==> config.mk <==
export PLATFORM = sky130hd
export DESIGN_NAME = hps_arbiter
export DESIGN_NICKNAME = d
export VERILOG_FILES = /design/src/rtl/hps_pkg.sv /design/src/rtl/hps_gather.sv /design/src/rtl/hps_tree.sv /design/src/rtl/hps_irq_gate.sv /design/src/rtl/hps_arbiter.sv
export SDC_FILE = /design/constraint.sdc
export NUM_CORES = 2
export LEC_CHECK = 0
export BUFFER_PORTS_ARGS = -buffer_cell sky130_fd_sc_hd__buf_2
export CAP_MARGIN = 20
export CELL_PAD_IN_SITES_DETAIL_PLACEMENT = 1
export CELL_PAD_IN_SITES_GLOBAL_PLACEMENT = 1
export CORE_AREA = 2 2 438 440
export DETAILED_ROUTE_END_ITERATION = 10
export DIE_AREA = 0 0 440 442
export PLACE_DENSITY_LB_ADDON = 0.25
export SLEW_MARGIN = 15
export SYNTH_ARGS = -nofsm -noshare
export SYNTH_HDL_FRONTEND = slang
export SYNTH_SLANG_ARGS = --single-unit
export TNS_END_PERCENT = 50
==> constraint.sdc <==
create_clock -name clk -period 17.4 [get_ports clk]
set_input_delay 1.74 -clock clk [delete_from_list [all_inputs] [get_ports clk]]
set_output_delay 1.74 -clock clk [all_outputs]
set_load 0.02 [all_outputs]
==> src/rtl/hps_pkg.sv <==
package hps_pkg;
    localparam int PRIO_W   = 8;
    localparam int ID_W     = 10;
    localparam int PRIV_N   = 32;
    localparam int SPURIOUS = 1023;

    typedef struct packed {
        logic              valid;
        logic              act;
        logic [ID_W-1:0]   id;
        logic [PRIO_W-1:0] prio;
    } cand_t;

    function automatic cand_t no_cand();
        cand_t r;
        r.valid = 1'b0;
        r.act   = 1'b0;
        r.id    = ID_W'(SPURIOUS);
        r.prio  = '1;
        return r;
    endfunction

    // lower-index operand a keeps the slot on equal priority
    function automatic cand_t pick(cand_t a, cand_t b);
        if (b.valid && (!a.valid || (b.prio < a.prio)))
            return b;
        return a;
    endfunction
endpackage

==> src/rtl/hps_gather.sv <==
module hps_gather
    import hps_pkg::*;
#(
    parameter int NUM_IRQ = 64
) (
    input  logic                          multi_cpu,
    input  logic [PRIV_N-1:0]             priv_pend,
    input  logic [PRIV_N-1:0]             priv_act,
    input  logic [PRIV_N*PRIO_W-1:0]      priv_prio,
    input  logic [NUM_IRQ-PRIV_N-1:0]     sh_en,
    input  logic [NUM_IRQ-PRIV_N-1:0]     sh_pend,
    input  logic [NUM_IRQ-PRIV_N-1:0]     sh_act,
    input  logic [(NUM_IRQ-PRIV_N)*PRIO_W-1:0] sh_prio,
    input  logic [NUM_IRQ-PRIV_N-1:0]     tgt_col,
    output cand_t [NUM_IRQ-1:0]           leaf
);
    localparam int NSH = NUM_IRQ - PRIV_N;

    always_comb begin
        for (int i = 0; i < PRIV_N; i++) begin
            leaf[i].prio  = priv_prio[i*PRIO_W +: PRIO_W];
            leaf[i].act   = priv_act[i];
            leaf[i].id    = ID_W'(i);
            leaf[i].valid = priv_pend[i] &&
                            (priv_prio[i*PRIO_W +: PRIO_W] != {PRIO_W{1'b1}});
        end
        for (int j = 0; j < NSH; j++) begin
            leaf[PRIV_N+j].prio  = sh_prio[j*PRIO_W +: PRIO_W];
            leaf[PRIV_N+j].act   = sh_act[j];
            leaf[PRIV_N+j].id    = ID_W'(PRIV_N + j);
            leaf[PRIV_N+j].valid = sh_en[j] && sh_pend[j] &&
                                   (!multi_cpu || tgt_col[j]) &&
                                   (sh_prio[j*PRIO_W +: PRIO_W] != {PRIO_W{1'b1}});
        end
    end
endmodule

==> src/rtl/hps_tree.sv <==
module hps_tree
    import hps_pkg::*;
#(
    parameter int N = 64
) (
    input  cand_t [N-1:0] leaf,
    output cand_t         best
);
    localparam int LG     = (N > 1) ? $clog2(N) : 0;
    localparam int LEAVES = 1 << LG;

    for (genvar l = 0; l <= LG; l++) begin : lv
        localparam int W = LEAVES >> l;
        cand_t [W-1:0] nodes;
        if (l == 0) begin : g_leaf
            for (genvar i = 0; i < W; i++) begin : g_i
                if (i < N) begin : g_real
                    assign nodes[i] = leaf[i];
                end else begin : g_pad
                    assign nodes[i] = no_cand();
                end
            end
        end else begin : g_node
            for (genvar i = 0; i < W; i++) begin : g_i
                assign nodes[i] = pick(lv[l-1].nodes[2*i], lv[l-1].nodes[2*i+1]);
            end
        end
    end

    assign best = lv[LG].nodes[0];
endmodule

==> src/rtl/hps_irq_gate.sv <==
module hps_irq_gate
    import hps_pkg::*;
(
    input  logic              clk,
    input  logic              rst,
    input  logic              dist_en,
    input  logic              if_en,
    input  logic [PRIO_W-1:0] pmr,
    input  cand_t             best,
    output logic [ID_W-1:0]   win_id,
    output logic [PRIO_W-1:0] win_prio,
    output logic              irq
);
    logic fire;
    assign fire = dist_en && if_en && best.valid && (best.prio < pmr) && !best.act;

    always_ff @(posedge clk) begin
        if (rst) begin
            win_id   <= ID_W'(SPURIOUS);
            win_prio <= '1;
            irq      <= 1'b0;
        end else if (best.valid) begin
            win_id   <= best.id;
            win_prio <= best.prio;
            irq      <= fire;
        end else begin
            win_id   <= ID_W'(SPURIOUS);
            win_prio <= '1;
            irq      <= 1'b0;
        end
    end
endmodule

==> src/rtl/hps_arbiter.sv <==
module hps_arbiter
    import hps_pkg::*;
#(
    parameter int NUM_CPU = 2,
    parameter int NUM_IRQ = 64
) (
    input  logic                                   clk,
    input  logic                                   rst,
    input  logic                                   dist_en,
    input  logic                                   multi_cpu,
    input  logic [NUM_CPU-1:0]                     cpu_if_en,
    input  logic [NUM_CPU*8-1:0]                   cpu_pmr,
    input  logic [NUM_CPU*32-1:0]                  priv_pend,
    input  logic [NUM_CPU*32-1:0]                  priv_act,
    input  logic [NUM_CPU*32*8-1:0]                priv_prio,
    input  logic [NUM_IRQ-32-1:0]                  sh_en,
    input  logic [NUM_IRQ-32-1:0]                  sh_pend,
    input  logic [NUM_IRQ-32-1:0]                  sh_act,
    input  logic [(NUM_IRQ-32)*8-1:0]              sh_prio,
    input  logic [(NUM_IRQ-32)*NUM_CPU-1:0]        sh_tgt,
    output logic [NUM_CPU*10-1:0]                  win_id,
    output logic [NUM_CPU*8-1:0]                   win_prio,
    output logic [NUM_CPU-1:0]                     irq_req
);
    localparam int NSH = NUM_IRQ - PRIV_N;

    for (genvar c = 0; c < NUM_CPU; c++) begin : g_cpu
        logic [NSH-1:0]       tgt_col;
        cand_t [NUM_IRQ-1:0]  leaf;
        cand_t                best;

        always_comb begin
            for (int j = 0; j < NSH; j++)
                tgt_col[j] = sh_tgt[j*NUM_CPU + c];
        end

        hps_gather #(.NUM_IRQ(NUM_IRQ)) u_gather (
            .multi_cpu (multi_cpu),
            .priv_pend (priv_pend[c*PRIV_N +: PRIV_N]),
            .priv_act  (priv_act[c*PRIV_N +: PRIV_N]),
            .priv_prio (priv_prio[c*PRIV_N*PRIO_W +: PRIV_N*PRIO_W]),
            .sh_en     (sh_en),
            .sh_pend   (sh_pend),
            .sh_act    (sh_act),
            .sh_prio   (sh_prio),
            .tgt_col   (tgt_col),
            .leaf      (leaf)
        );

        hps_tree #(.N(NUM_IRQ)) u_tree (
            .leaf (leaf),
            .best (best)
        );

        hps_irq_gate u_gate (
            .clk      (clk),
            .rst      (rst),
            .dist_en  (dist_en),
            .if_en    (cpu_if_en[c]),
            .pmr      (cpu_pmr[c*PRIO_W +: PRIO_W]),
            .best     (best),
            .win_id   (win_id[c*ID_W +: ID_W]),
            .win_prio (win_prio[c*PRIO_W +: PRIO_W]),
            .irq      (irq_req[c])
        );
    end
endmodule

==> summary.md <==
| Metric | Value |
|---|---|
| Most frequent cells after synthesis | ha_1, inv_1, nor2_1 |
| Row count | 160 |
| Post-synth EDFFs | 0 |
| Crit start category | input port |
| Tcrit/Tclk final | 93.0% |
| Kind of critical path | in2reg |
| Area Overhead vs Synth | 21.2% |
| Worst setup margin | between 1000 and 1500 ps |
| Synthesized net count | a little under 8000 |
| Gp weighted congestion | roughly 1 |
| Worst vdd ir | ~0.24 mV |
| Antenna violations before repair | about 120 |
| Fillers | 23800 |
| Routed Wire Length | around 250 mm |
| Hold Crit Class | in2reg |
| Flop pwr share | 2.1% |
| Internal power | between 2 and 2.5 mW |
| Fin cells | between 9000 and 10000 |
| Count of different cell masters after synthesis | approximately 110 |
| Slew HR | 24.8% |
| Util after Layout | between 20 and 30% |
| Tot Pwr | just over 6 mW |
| Final Slew Violations | 0 |
| Share of cells above drive strength 1 | between 20% and 30% |
| Hold Buf Count CTS | 0 |
| Mapped Cells | 5982 |
| Die H | approximately 440 µm |
| GRT Total Usage | about 24% |
| Avg Inst Size Synth | roughly 7.0 µm² |
| Final Instance Area | 50800 µm² |
| Clock sink total | 32 |
| Core area | 190000 µm² |
| DRT Pass-1 Iters | 5 |
| CTS Buffer Depth | 2 |
| Max Fanout on Critical Path | 24 |
| Critical path's most frequent cell | o21ai_0 |
| Logic pwr share | 96.3% |
| Top-count cell post-synth | ha_1 |
| Outcome | complete, no violations |
| Final count of hold timing violations | 0 |
| Yosys reg bits | 32 |
| Total gr overflow | 0 |
| Max Cap Viol | 0 |
| Min Hold Slack | around 1800 ps |
| Num CTS Buffers | 5 |
| Critical-path top delay cell | a21o_1 |
| CTS tree | built |
| Pin count of the biggest net entering global routing | 29 |
| Area leader, netlist | ha_1 |
| Detail Placement HPWL | roughly 220 mm |
| Synth async-reset ratio | 0% |
| Global-route wire length before repair | about 350 mm |
| Drt wl/cell | 25.6 µm |
| Post-route DRC | 0 |
| Synth Cell Area | approximately 42000 µm² |
| Switching share of power | ~60% |
| Sw Pwr | roughly 3.8 mW |
| Initial DRC Count | 2397 |
| Leakage | 25.6 nW |
| Max incr delay on CP | 520 ps |
| TNS Setup | 0 ps |
| CTS H-Tree Depth | 2 |
| Dpl ws | 243 ps |
| Vias | between 50000 and 60000 |
| Measured slew at the worst slew-check pin | 1130 ps |
| Period minus WS final | 16190 ps |
| Vias in the first global route | 52500 |
| Chip Width | roughly 440 µm |
| CTS clk-pin slew, worst paths | around 60 ps |
| Dpl cell area | 50400 µm² |
| IO buf count | 1115 |
| Die area | 194000 µm² |
| Pwr Density | about 120 nW/µm² |
| Critical path data required time | between 15000 and 20000 ps |
| Seq/Total Area, Yosys | between 1.5 and 2% |
| Detail Route Antenna Nets | 0 |
| Ys Warns | 0 |
| Root Driver | clkbuf_16 |
| Post-synth top flop | dfxtp_1 |
| Placed insts | 9510 |
| Effective utilization at floorplan | 22.1% |
| Fmax | approximately 62 MHz |
| Unrepaired setup endpoints after global routing | no |
| Detail-routed via count per cell | 5.36 |
| # setup viols final | 0 |
| Clk pwr share | between 1.5 and 2% |
| Top Ports | roughly 1100 |
| Final net count | around 8800 |
| Dominant cells by area after synthesis | ha_1, mux2i_1, mux2_2, a21oi_1, inv_1 |
| Yosys top cell area share | between 20% and 30% |
| Critical path arrival | between 15000 and 20000 ps |
| Setup crit end kind | register |
-- kinds of logic after synthesis --
family | synth area share [%]
compound gates | 30.1
simple gates | 21.5
buf+inv | 7.35
fa+ha+maj | 21.8
mux | 17.7
flops | 1.53
-- power by group through the flow --
stage	logic, mW	registers [mW]	clock network [mW]
floorplan	3.96	0.163	0
global placement	5.80	0.133	0
detailed placement	5.92	0.133	0
CTS	5.96	0.132	0.107
global route	6.62	0.134	0.109
finish	5.95	0.131	0.101
-- final timing paths --
path | start | slack (ps) | to | depth (start not counted)
setup / recovery | priv_prio[119] | 1210 | g_cpu[0].u_gate.irq | 58
hold / removal | cpu_pmr[8] | 1810 | g_cpu[1].u_gate.irq | 3
-- placed cells by master, fill, tap and decap left out, types with 114 or more instances in the layout --
cell type,synthesis,final
a21oi_1,494,492
inv_1,626,626
mux2_2,244,244
a211oi_1,119,119
ha_1,724,724
o21ai_0,377,369
a21o_1,120,120
mux2i_1,451,451
nand4_1,279,279
nor2_1,566,564
buf_2,24,1115
o21a_1,114,114
nand2_1,431,430
-- sequential cells by signal, indices dropped and copies added (netlist names) --
name                   count
g_cpu.u_gate.win_prio     16
g_cpu.u_gate.win_id       14
g_cpu.u_gate.irq           2
-- what timing repair did --
action	CTS	global route
buffers inserted	0	5
endpoints found under the setup margin	0	1
resized for setup	0	17
endpoints found under the hold margin	0	0
-- layout make-up --
type / instances / area (µm²) / area share (%)
multi-input combinational: 5168 / 38300 / 75.4
timing repair buffer: 1184 / 6110 / 12.0
tap: 2511 / 3140 / 6.19
inverter: 627 / 2360 / 4.64
sequential: 32 / 641 / 1.26
clock buffer: 7 / 153 / 0.301
antenna: 45 / 113 / 0.222
-- routing by layer --
metal	up-vias	track usage, %	share of wire [%]
met4	40	8.28	3.8
li1	24600	-	-
met5	-	0	0.11
met2	1287	43.6	50
met1	25000	28.8	42
met3	360	2.77	4.2
-- critical path: cells and delay by family --
family                     cells  cell delay [ps]
AOI/OAI and AO/OA             30             7900
and+or+nand+nor               14             2700
adders and majority gates      7             2100
muxes                          4             1460
buffers and inverters          3              460
Power figures use the tool's default switching activity.
